--- src/rtl/wdt_pkg.sv ---
package wdt_pkg;

  // register address decode
  typedef enum logic [1:0] {
    WA_INIT   = 2'd0,
    WA_RELOAD = 2'd1,
    WA_STATUS = 2'd2,
    WA_FLAG   = 2'd3
  } wdt_addr_e;

  localparam int unsigned WDT_ADDR_W = 2;
  localparam int unsigned WDT_MIN_START = 2;

endpackage

--- src/rtl/wdt_rst_sync.sv ---
module wdt_rst_sync (
  input  logic clk,
  input  logic arst_n,
  output logic srst_n
);

  logic meta_q;
  logic sync_q;

  always_ff @(posedge clk or negedge arst_n) begin
    if (!arst_n) begin
      meta_q <= 1'b0;
      sync_q <= 1'b0;
    end else begin
      meta_q <= 1'b1;
      sync_q <= meta_q;
    end
  end

  assign srst_n = sync_q;

endmodule

--- src/rtl/wdt_prescaler.sv ---
module wdt_prescaler #(
  parameter int unsigned DIV = 4
) (
  input  logic clk,
  input  logic rst_n,
  output logic tick
);

  generate
    if (DIV <= 1) begin : g_every
      assign tick = 1'b1;
    end else begin : g_div
      localparam int unsigned PW = $clog2(DIV);
      localparam logic [PW-1:0] LAST = PW'(DIV - 1);

      logic [PW-1:0] phase_q;
      logic [PW-1:0] phase_d;
      logic          wrap;

      always_comb begin
        wrap    = (phase_q == LAST);
        phase_d = wrap ? '0 : phase_q + PW'(1);
      end

      always_ff @(posedge clk or negedge rst_n) begin
        if (!rst_n) phase_q <= '0;
        else        phase_q <= phase_d;
      end

      assign tick = wrap;


      tick_gap_chk: assert property (@(posedge clk) disable iff (!rst_n)
        tick |=> !tick);
    end
  endgenerate

endmodule

--- src/rtl/wdt_regs.sv ---
module wdt_regs
  import wdt_pkg::*;
#(
  parameter int unsigned CNT_W     = 10,
  parameter int unsigned STAT_W    = 8,
  parameter int unsigned START_RST = 4
) (
  input  logic              clk,
  input  logic              core_rst_n,
  input  logic              aon_rst_n,
  input  logic              start_we,
  input  logic [CNT_W-1:0]  start_wdata,
  input  logic              stat_we,
  input  logic [STAT_W-1:0] stat_wdata,
  output logic [CNT_W-1:0]  start_val,
  output logic [STAT_W-1:0] status
);

  localparam logic [CNT_W-1:0] MIN_START = CNT_W'(WDT_MIN_START);
  localparam logic [CNT_W-1:0] RST_START = CNT_W'(START_RST);

  logic [CNT_W-1:0]  start_q;
  logic [STAT_W-1:0] stat_q;
  logic              start_en;
  logic              stat_en;

  // next-state: a start value below the minimum is dropped
  always_comb begin
    start_en = start_we && (start_wdata >= MIN_START);
    stat_en  = stat_we;
  end

  always_ff @(posedge clk or negedge core_rst_n) begin
    if (!core_rst_n)   start_q <= RST_START;
    else if (start_en) start_q <= start_wdata;
  end

  // always-on domain: untouched by the core reset
  always_ff @(posedge clk or negedge aon_rst_n) begin
    if (!aon_rst_n)   stat_q <= '0;
    else if (stat_en) stat_q <= stat_wdata;
  end

  assign start_val = start_q;
  assign status    = stat_q;


  start_floor_chk: assert property (@(posedge clk) disable iff (!core_rst_n)
    start_q >= MIN_START);


  start_reject_chk: assert property (@(posedge clk) disable iff (!core_rst_n)
    (start_we && start_wdata < MIN_START) |=> start_q == $past(start_q));


  stat_hold_chk: assert property (@(posedge clk) disable iff (!aon_rst_n)
    !stat_we |=> stat_q == $past(stat_q));

endmodule

--- src/rtl/wdt_counter.sv ---
module wdt_counter #(
  parameter int unsigned CNT_W = 10
) (
  input  logic             clk,
  input  logic             rst_n,
  input  logic             reload,
  input  logic [CNT_W-1:0] start_val,
  input  logic             tick,
  input  logic             full_on,
  input  logic             flag_clr,
  output logic [CNT_W-1:0] count,
  output logic             expire_pulse,
  output logic             expire_flag
);

  localparam logic [CNT_W-1:0] ONE = CNT_W'(1);

  logic [CNT_W-1:0] cnt_q;
  logic [CNT_W-1:0] cnt_d;
  logic             cnt_en;
  logic             step;
  logic             expire;
  logic             pulse_q;
  logic             flag_q;
  logic             flag_d;

  // next-state: reload beats a coincident tick
  always_comb begin
    step   = tick && full_on && (cnt_q != '0) && !reload;
    expire = step && (cnt_q == ONE);
    cnt_en = reload || step;
    cnt_d  = reload ? start_val : (cnt_q - ONE);
    flag_d = expire || (flag_q && !flag_clr);
  end

  always_ff @(posedge clk or negedge rst_n) begin
    if (!rst_n)      cnt_q <= '0;
    else if (cnt_en) cnt_q <= cnt_d;
  end

  always_ff @(posedge clk or negedge rst_n) begin
    if (!rst_n) begin
      pulse_q <= 1'b0;
      flag_q  <= 1'b0;
    end else begin
      pulse_q <= expire;
      flag_q  <= flag_d;
    end
  end

  assign count        = cnt_q;
  assign expire_pulse = pulse_q;
  assign expire_flag  = flag_q;


  reload_wins_chk: assert property (@(posedge clk) disable iff (!rst_n)
    reload |=> cnt_q == $past(start_val));


  power_hold_chk: assert property (@(posedge clk) disable iff (!rst_n)
    (!full_on && !reload) |=> cnt_q == $past(cnt_q));


  single_step_chk: assert property (@(posedge clk) disable iff (!rst_n)
    (!reload && cnt_q != '0) |=> (cnt_q == $past(cnt_q)) || (cnt_q == $past(cnt_q) - ONE));


  zero_stick_chk: assert property (@(posedge clk) disable iff (!rst_n)
    (cnt_q == '0 && !reload) |=> cnt_q == '0);


  pulse_width_chk: assert property (@(posedge clk) disable iff (!rst_n)
    pulse_q |=> !pulse_q);


  pulse_flag_chk: assert property (@(posedge clk) disable iff (!rst_n)
    pulse_q |-> (flag_q && cnt_q == '0));


  flag_keep_chk: assert property (@(posedge clk) disable iff (!rst_n)
    (flag_q && !flag_clr) |=> flag_q);

endmodule

--- src/rtl/wdt_top.sv ---
module wdt_top
  import wdt_pkg::*;
#(
  parameter int unsigned PRESCALE  = 60_000_000,
  parameter int unsigned CNT_W     = 10,
  parameter int unsigned STAT_W    = 8,
  parameter int unsigned DATA_W    = 16,
  parameter int unsigned START_RST = 4
) (
  input  logic              clk,
  input  logic              rst_n,
  input  logic              aon_rst_n,
  input  logic              full_on,
  input  logic              wr_en,
  input  logic [1:0]        addr,
  input  logic [DATA_W-1:0] wdata,
  output logic [DATA_W-1:0] rdata,
  output logic              timeout_pulse,
  output logic              timeout_flag
);

  localparam logic [CNT_W-1:0] MIN_START = CNT_W'(WDT_MIN_START);

  logic              core_rst_n;
  logic              aon_srst_n;
  logic              tick;
  logic              start_we;
  logic              stat_we;
  logic              reload;
  logic              flag_clr;
  logic [CNT_W-1:0]  start_val;
  logic [STAT_W-1:0] status;
  logic [CNT_W-1:0]  count;
  wdt_addr_e         sel;

  wdt_rst_sync u_core_sync (.clk(clk), .arst_n(rst_n),     .srst_n(core_rst_n));
  wdt_rst_sync u_aon_sync  (.clk(clk), .arst_n(aon_rst_n), .srst_n(aon_srst_n));

  // write decode
  always_comb begin
    sel      = wdt_addr_e'(addr);
    start_we = wr_en && (sel == WA_INIT);
    reload   = wr_en && (sel == WA_RELOAD);
    stat_we  = wr_en && (sel == WA_STATUS);
    flag_clr = wr_en && (sel == WA_FLAG) && wdata[0];
  end

  wdt_prescaler #(.DIV(PRESCALE)) u_presc (
    .clk  (clk),
    .rst_n(core_rst_n),
    .tick (tick)
  );

  wdt_regs #(.CNT_W(CNT_W), .STAT_W(STAT_W), .START_RST(START_RST)) u_regs (
    .clk        (clk),
    .core_rst_n (core_rst_n),
    .aon_rst_n  (aon_srst_n),
    .start_we   (start_we),
    .start_wdata(wdata[CNT_W-1:0]),
    .stat_we    (stat_we),
    .stat_wdata (wdata[STAT_W-1:0]),
    .start_val  (start_val),
    .status     (status)
  );

  wdt_counter #(.CNT_W(CNT_W)) u_cnt (
    .clk         (clk),
    .rst_n       (core_rst_n),
    .reload      (reload),
    .start_val   (start_val),
    .tick        (tick),
    .full_on     (full_on),
    .flag_clr    (flag_clr),
    .count       (count),
    .expire_pulse(timeout_pulse),
    .expire_flag (timeout_flag)
  );

  // read mux, zero-extended
  always_comb begin
    unique case (sel)
      WA_INIT:   rdata = DATA_W'(start_val);
      WA_RELOAD: rdata = DATA_W'(count);
      WA_STATUS: rdata = DATA_W'(status);
      default:   rdata = DATA_W'(timeout_flag);
    endcase
  end


  upper_ignored_chk: assert property (@(posedge clk) disable iff (!core_rst_n)
    (start_we && wdata[DATA_W-1:CNT_W] != '0 && wdata[CNT_W-1:0] >= MIN_START)
      |=> start_val == $past(wdata[CNT_W-1:0]));


  count_read_chk: assert property (@(posedge clk) disable iff (!core_rst_n)
    (sel == WA_RELOAD) |-> rdata[DATA_W-1:CNT_W] == '0);

endmodule

--- config.mk ---
export PLATFORM = sky130hd
export DESIGN_NAME = wdt_top
export DESIGN_NICKNAME = d
export VERILOG_FILES = /design/src/rtl/wdt_pkg.sv /design/src/rtl/wdt_rst_sync.sv /design/src/rtl/wdt_prescaler.sv /design/src/rtl/wdt_regs.sv /design/src/rtl/wdt_counter.sv /design/src/rtl/wdt_top.sv
export SDC_FILE = /design/constraint.sdc
export NUM_CORES = 1
export LEC_CHECK = 0
export ABC_AREA = 1
export BUFFER_PORTS_ARGS = -buffer_cell sky130_fd_sc_hd__clkbuf_2
export CAP_MARGIN = 20
export CORE_MARGIN = 1.5
export CORE_UTILIZATION = 30
export DETAILED_ROUTE_END_ITERATION = 16
export GPL_TIMING_DRIVEN = 0
export SETUP_SLACK_MARGIN = 0.05
export SLEW_MARGIN = 40
export SYNTH_ARGS = -nofsm -noshare
export SYNTH_HDL_FRONTEND = slang
export SYNTH_SLANG_ARGS = --single-unit
--- constraint.sdc ---
create_clock -name clk -period 1.8 [get_ports clk]
set_clock_uncertainty 0.15 [all_clocks]
set_input_delay 0.27 -clock clk [delete_from_list [all_inputs] [get_ports clk]]
set_output_delay 0.27 -clock clk [all_outputs]
set_load 0.005 [all_outputs]
==> metrics.txt, run 1 <==
WP depth=3; maximum clock frequency=between 0.5 and 0.6 GHz; RSZ-0062 raised after global routing=yes; clk_lat worst skew=0.34 ns; IO Port Bufs=28; ys async rst share=1.000; worst reg2reg endpoint=u_cnt.count[9]; placer congestion estimate=~0.90; DP HPWL=between 6 and 7 mm; clk sink count=60; final setup violation count=0; initial antenna violation count=0; crit path time final=approximately 1.7 ns; layout cell share with drive strength beyond 1=0.1874; 1st-iter DRT viols=between 150 and 200; CTS tree=done; I/O pin cnt=41; first-pass GRT wire length=between 10 and 15 mm; WP data required=1.38 ns; Finished Cell Area=about 4300 um2; critical path peak fanout=4; Max stage delay cell, worst path=dfrtp_1; Reg2Reg Launch Point=u_presc.g_div.phase_q[1]; CP delay by family, top=flip-flops; ant diodes=0; synthesized instance count=between 400 and 500; Hold Violations, Final=0; CP peak stage delay=roughly 0.37 ns; register area share after synthesis=0.4326; Setup CP Type=reg -> out; status=complete, no violations; number of synthesized flops with an enable pin=0; vias in the first global route=around 3,000; Leakage=between 2 and 2.5 nW; Die X=around 110 um; top_reg_cell synth=dfrtp_1; Buf/Inv on CP=2; most frequent cells in the layout=nand2_1, nor2_1, inv_1, dfrtp_1, clkbuf_2; Netlist cell types=32; register bit count reported by yosys=60; Die Height=roughly 110 um; total number of yosys warnings=0; Overflow after GRT=0; Post-DRT Antenna Nets=0; Worst R2R Setup Slack=between 0.1 and 0.15 ns; total power=0.004255 W; dpl cell area=about 3800 um2; final worst-path cycle share=0.9379; Peak VDD IR=about 0.6 mV; commonest non-fill, non-tap cell in the layout=nand2_1; row count=39; Mapped Area=3473 um2; GR Util All Layers=0.1453; Core Box Area=approximately 11,000 um2; Vias=roughly 3,100; CP Capture Type=output port; max-slew violations=0; clk buf depth=2; crit path launch type=flip-flop; initial core utilization=0.3055; CTS Buf Count=9; # nets final=between 500 and 600; area added between synthesis and finish=23.24%; largest net degree at the start of global routing=34; H-tree Lvls=3; crit path launch=u_cnt.count[1]; FF-to-FF path depth=9; max_cap viols=0; DRT Pass-1 Iters=4; number of remaining DRC errors=0; Clock transition at path regs=about 0.050 ns; HP Class=reg -> async; PD cells=between 900 and 1000 nW/um2; average wire per standard cell=12.27 um; vias per cell=between 4 and 5; CP cell instances=inv_1 > o211ai_1 > clkbuf_2; die area=between 10,000 and 15,000 um2; Data arrival, critical path=1.27 ns; CTS root buffer=clkbuf_16; Synth Area per Inst=between 7 and 8 um2; DRT Wirelength=between 8 and 9 mm; end of the critical path=rdata[1]
## logic make-up (layout without fill, tap and decap cells)
family / Yosys count / count (layout) / synth area share
AO/OA/AOI/OAI: 43 / 43 / 0.07025
buffers and inverters: 78 / 136 / 0.09582
flip-flops: 60 / 60 / 0.4326
AND/OR/NAND/NOR: 270 / 270 / 0.3393
adder cells (fa/ha/maj): 4 / 4 / 0.01441
XOR/XNOR: 18 / 18 / 0.04539
other: 2 / 8 / 0.002162
## layout make-up
type | instances | area [um2]
multi-input combinational | 343 | 1710
fill | 1189 | 7089
sequential | 60 | 1508
tap | 143 | 178.9
timing repair buffer | 42 | 265.3
buffer | 13 | 88.84
inverter | 65 | 257.7
clock buffer | 12 | 246.5
clock inverter | 4 | 25.02
## cells in the mapped netlist, types with 2 or more instances
cell | number | area [um2]
conb_1 | 2 | 7.510
o21ai_0 | 21 | 105.1
o21ai_1 | 11 | 55.05
inv_2 | 5 | 18.77
buf_2 | 2 | 10.01
o211ai_1 | 5 | 37.54
nor3_1 | 7 | 35.03
nand4_1 | 6 | 37.54
nor2_1 | 67 | 251.5
buf_6 | 2 | 22.52
buf_4 | 6 | 45.04
inv_1 | 59 | 221.5
o221ai_1 | 2 | 17.52
nand3_2 | 11 | 110.1
dfrtp_1 | 59 | 1476
xnor2_1 | 4 | 35.03
ha_1 | 4 | 50.05
nand2_4 | 2 | 22.52
nor2_4 | 2 | 22.52
nand3_1 | 21 | 105.1
clkbuf_1 | 3 | 11.26
nor2_2 | 3 | 18.77
xor2_1 | 14 | 122.6
nand2_1 | 149 | 559.3
## flip-flops by register name (all words and copies together), names as in the netlist
name	count
u_core_sync.srst_n	1
u_presc.g_div.phase_q	26
u_regs.status	8
u_cnt.expire_flag	1
u_aon_sync.srst_n	1
u_cnt.expire_pulse	1
u_regs.start_val	10
u_cnt.count	10
u_aon_sync.meta_q	1
u_core_sync.meta_q	1
## report_power, final
part | internal (W) | switching, W | total [W]
Sequential | 0.00152 | 0.000168 | 0.00169
Clock | 0.000963 | 0.000621 | 0.00158
Combinational | 0.000392 | 0.000589 | 0.000981
Total | 0.00288 | 0.00138 | 0.00425
## per-stage QoR
stage	hold slack [ns]	util	TNS, ns	instances	worst slack (ns)
2_1_floorplan	-0.1756	-	0	481	0.05957
3_3_place_gp	-0.09450	0.3358	-23.62	652	-0.4311
3_5_place_dp	-0.09358	0.3378	-3.283	653	-0.2120
4_1_cts	0.02194	0.3685	0	676	0.08228
5_1_grt	0.05667	0.3765	-0.001522	682	-0.001522
6_report	0.03801	0.3765	0	682	0.1117
## worst min path at each step
| stage | cells after the start | to |
|---|---|---|
| after detailed placement | 1 | u_core_sync.meta_q |
| after CTS | 3 | u_regs.start_val[2] |
| final | 0 | u_cnt.count[1] |
| after floorplan | 0 | u_aon_sync.meta_q |
| after global routing | 3 | u_regs.start_val[8] |
| after global placement | 1 | u_aon_sync.meta_q |
## routing by layer
metal,up-vias,track usage,share of wire
met5,-,0,0
met4,0,0.05897,0.017
met1,1450,0.1856,0.47
met2,66,0.2313,0.48
li1,1581,-,-
met3,13,0.04171,0.040
## what timing repair did
action                                  CTS  global route
endpoints found under the setup margin   25            22
hold endpoints to repair                 12             0
hold buffers                              3             0
pin swaps                                 3             3
buffers inserted                          4             6
gates resized for setup                   4            11
No activity file was read; power rests on OpenSTA's default activity.
==> run 2: changes to the inputs <==
--- a/config.mk
+++ b/config.mk
@@ -11,9 +11,10 @@
 export CORE_MARGIN = 1.5
 export CORE_UTILIZATION = 30
 export DETAILED_ROUTE_END_ITERATION = 16
+export GPL_ROUTABILITY_DRIVEN = 0
 export GPL_TIMING_DRIVEN = 0
 export SETUP_SLACK_MARGIN = 0.05
-export SLEW_MARGIN = 40
+export SLEW_MARGIN = 25
 export SYNTH_ARGS = -nofsm -noshare
 export SYNTH_HDL_FRONTEND = slang
 export SYNTH_SLANG_ARGS = --single-unit
==> constraint.sdc (replaced) <==
create_clock -name clk -period 1.45 [get_ports clk]
set_clock_uncertainty 0.15 [all_clocks]
set_input_delay 0.2175 -clock clk [delete_from_list [all_inputs] [get_ports clk]]
set_output_delay 0.2175 -clock clk [all_outputs]
set_load 0.005 [all_outputs]
==> run 2 against run 1 <==
Against the previous run:
- via count is 7.0% higher
- die area unchanged
- power increased by 39%
- final cell count up 5.3%
- the run now ends with negative setup slack left
- global-route usage up 1.1 points
- clock power rose by 37%
- sequential share of layout area down 3.3 points
- sequential power is 25% higher
- critical path depth increased by 5
- hold slack got worse by 0.032 ns
- clock-buffer cell count is the same
- largest power group is now clock
==> metrics.txt, run 2 (same netlist as run 1, synthesis figures left out) <==
status=complete, but fails checks; failing checks=negative setup slack; WP data required=around 1.5 ns; layout cell share with drive strength beyond 1=0.3148; Die X=around 110 um; largest net degree at the start of global routing=49; CTS root buffer=clkbuf_16; PD cells=1249 nW/um2; IO Port Bufs=28; sw frac=0.3108; critical path peak fanout=5; average wire per standard cell=between 10 and 15 um; Overflow after GRT=0; Max transition margin=0.5739; I/O pin cnt=41; final worst-path cycle share=1.190; P_sw=between 0.0015 and 0.002 W; CTS tree=done; max-slew violations=0; number of remaining DRC errors=0; vias in the first global route=approximately 3,300; DP HPWL=about 6.3 mm; Worst R2R Setup Slack=-0.28 ns; die area=between 10,000 and 15,000 um2; first-pass GRT wire length=roughly 15 mm; fin util=0.4166; vias per cell=about 4.6; Leakage=~2.3 nW; CP Capture Type=flip-flop; clk buf depth=2; Post-DRT Antenna Nets=0; CTS Buf Count=9; Seq. cell area=around 1500 um2; clk sink count=60; Hold Violations, Final=0; Int Pwr=approximately 0.0041 W; Data arrival, critical path=1.79 ns; max_cap viols=0; max FFs per register=26; FILL cells=approximately 1,100; sequential share of power=0.356; Comb power frac=0.276; crit path time final=between 1.5 and 2 ns; Clock transition at path regs=0.05 ns; crit path launch type=flip-flop; Setup CP Type=reg -> reg; clk_lat worst skew=between 0.3 and 0.4 ns; Vias=3,328; most frequent cells in the layout=nand2_1, dfrtp_1, nor2_1; DRT Wirelength=9.309 mm; Core Box Area=11,370 um2; Final Worst Setup Slack=-0.2761 ns; RSZ-0062 raised after global routing=yes; DRT Pass-1 Iters=4; initial core utilization=0.3055; final setup violation count=38; area added between synthesis and finish=36.38%; 1st-iter DRT viols=147; commonest non-fill, non-tap cell in the layout=nand2_1; Peak VDD IR=0.6700 mV; row count=39; H-tree Lvls=3; HP Class=in -> reg; initial antenna violation count=0; Clk pwr share=0.368; ant diodes=0; worst slew pin tran=0.6391 ns; # nets final=just under 600; Top reg by flops=u_presc.g_div.phase_q; GR Util All Layers=0.1559; total power=roughly 0.006 W; footprint of the multi-input gates=roughly 1900 um2; Die Height=110.6 um; maximum clock frequency=~0.58 GHz; WHS=slightly above 0.006 ns
run 2: changes by cell type in the layout (fill, tap and decap cells not counted), moves of 8 or more:
cell / before / now
buf_4: 16 / 44
nand2_1: 149 / 137
inv_1: 57 / 46
inv_2: 7 / 18
nand2_2: 1 / 12
nor2_1: 64 / 53
buf_2: 2 / 10
clkbuf_2: 28 / 20
nor2_2: 4 / 12
run 2: path summary, 6_finish.rpt:
check | startpoint | to | cells past startpoint
setup reg to reg | u_presc.g_div.phase_q[4] | u_presc.g_div.phase_q[15] | 8
hold / removal | wdata[9] | u_regs.start_val[9] | 3
max in group asynchronous | u_aon_sync.srst_n | u_regs.status[5] | 1
setup / recovery | u_presc.g_div.phase_q[4] | u_presc.g_div.phase_q[15] | 8
min in group asynchronous | aon_rst_n | u_aon_sync.meta_q | 2
hold reg to reg | u_core_sync.meta_q | u_core_sync.srst_n | 0
run 2: per-layer routing:
layer  GRT usage  wire [um]  share of wire
met1      0.1875       4163           0.45
met2      0.2654       4617           0.50
met3     0.04446        461          0.050
met4     0.05641         66         0.0071
met5           0          0              0
run 2: final cells by class:
type | instances | share of cell area
inverters | 65 | 0.05177
clock buffers | 12 | 0.05415
plain buffers | 13 | 0.01981
multi-input cells | 345 | 0.3922
flip-flops and latches | 60 | 0.3191
clock inverters | 4 | 0.01004
repair inverters | 1 | 0.001057
repair buffers | 75 | 0.1141
well taps | 143 | 0.03777
run 2: critical path, cell delays in order, from the launching register on:
cell,delay (ns)
dfrtp_1,0.41
nand2_2,0.10
inv_2,0.07
nand2_1,0.07
nor2_4,0.15
buf_4,0.14
nand4_1,0.22
nor2_4,0.24
nor2_1,0.06
run 2: what timing repair did:
action | in CTS | in global routing
hold buffers | 4 | 0
endpoints found under the hold margin | 13 | 0
setup buffers | 33 | 10
gates cloned | 2 | 2
endpoints found under the setup margin | 46 | 49
pin swaps | 23 | 9
gates resized for setup | 47 | 34
run 2: through the flow:
stage | cells | worst slack (ns) | setup TNS, ns | area (um2)
floorplan | 481 | -0.2281 | -2.522 | 3535
finish | 718 | -0.2761 | -7.081 | 4737
global placement | 652 | -0.5124 | -14.02 | 3854
detailed placement | 652 | -0.5513 | -15.25 | 3856
CTS | 707 | -0.2333 | -5.951 | 4591
global route | 718 | -0.3588 | -10.21 | 4737
run 2: power groups by stage:
stage               Sequential [W]  Clock, W  Combinational (W)
finish                     0.00211   0.00217            0.00163
global route               0.00213   0.00229            0.00185
CTS                        0.00210   0.00223            0.00153
detailed placement         0.00215         0            0.00112
global placement           0.00214         0            0.00109
floorplan                  0.00208         0           0.000856
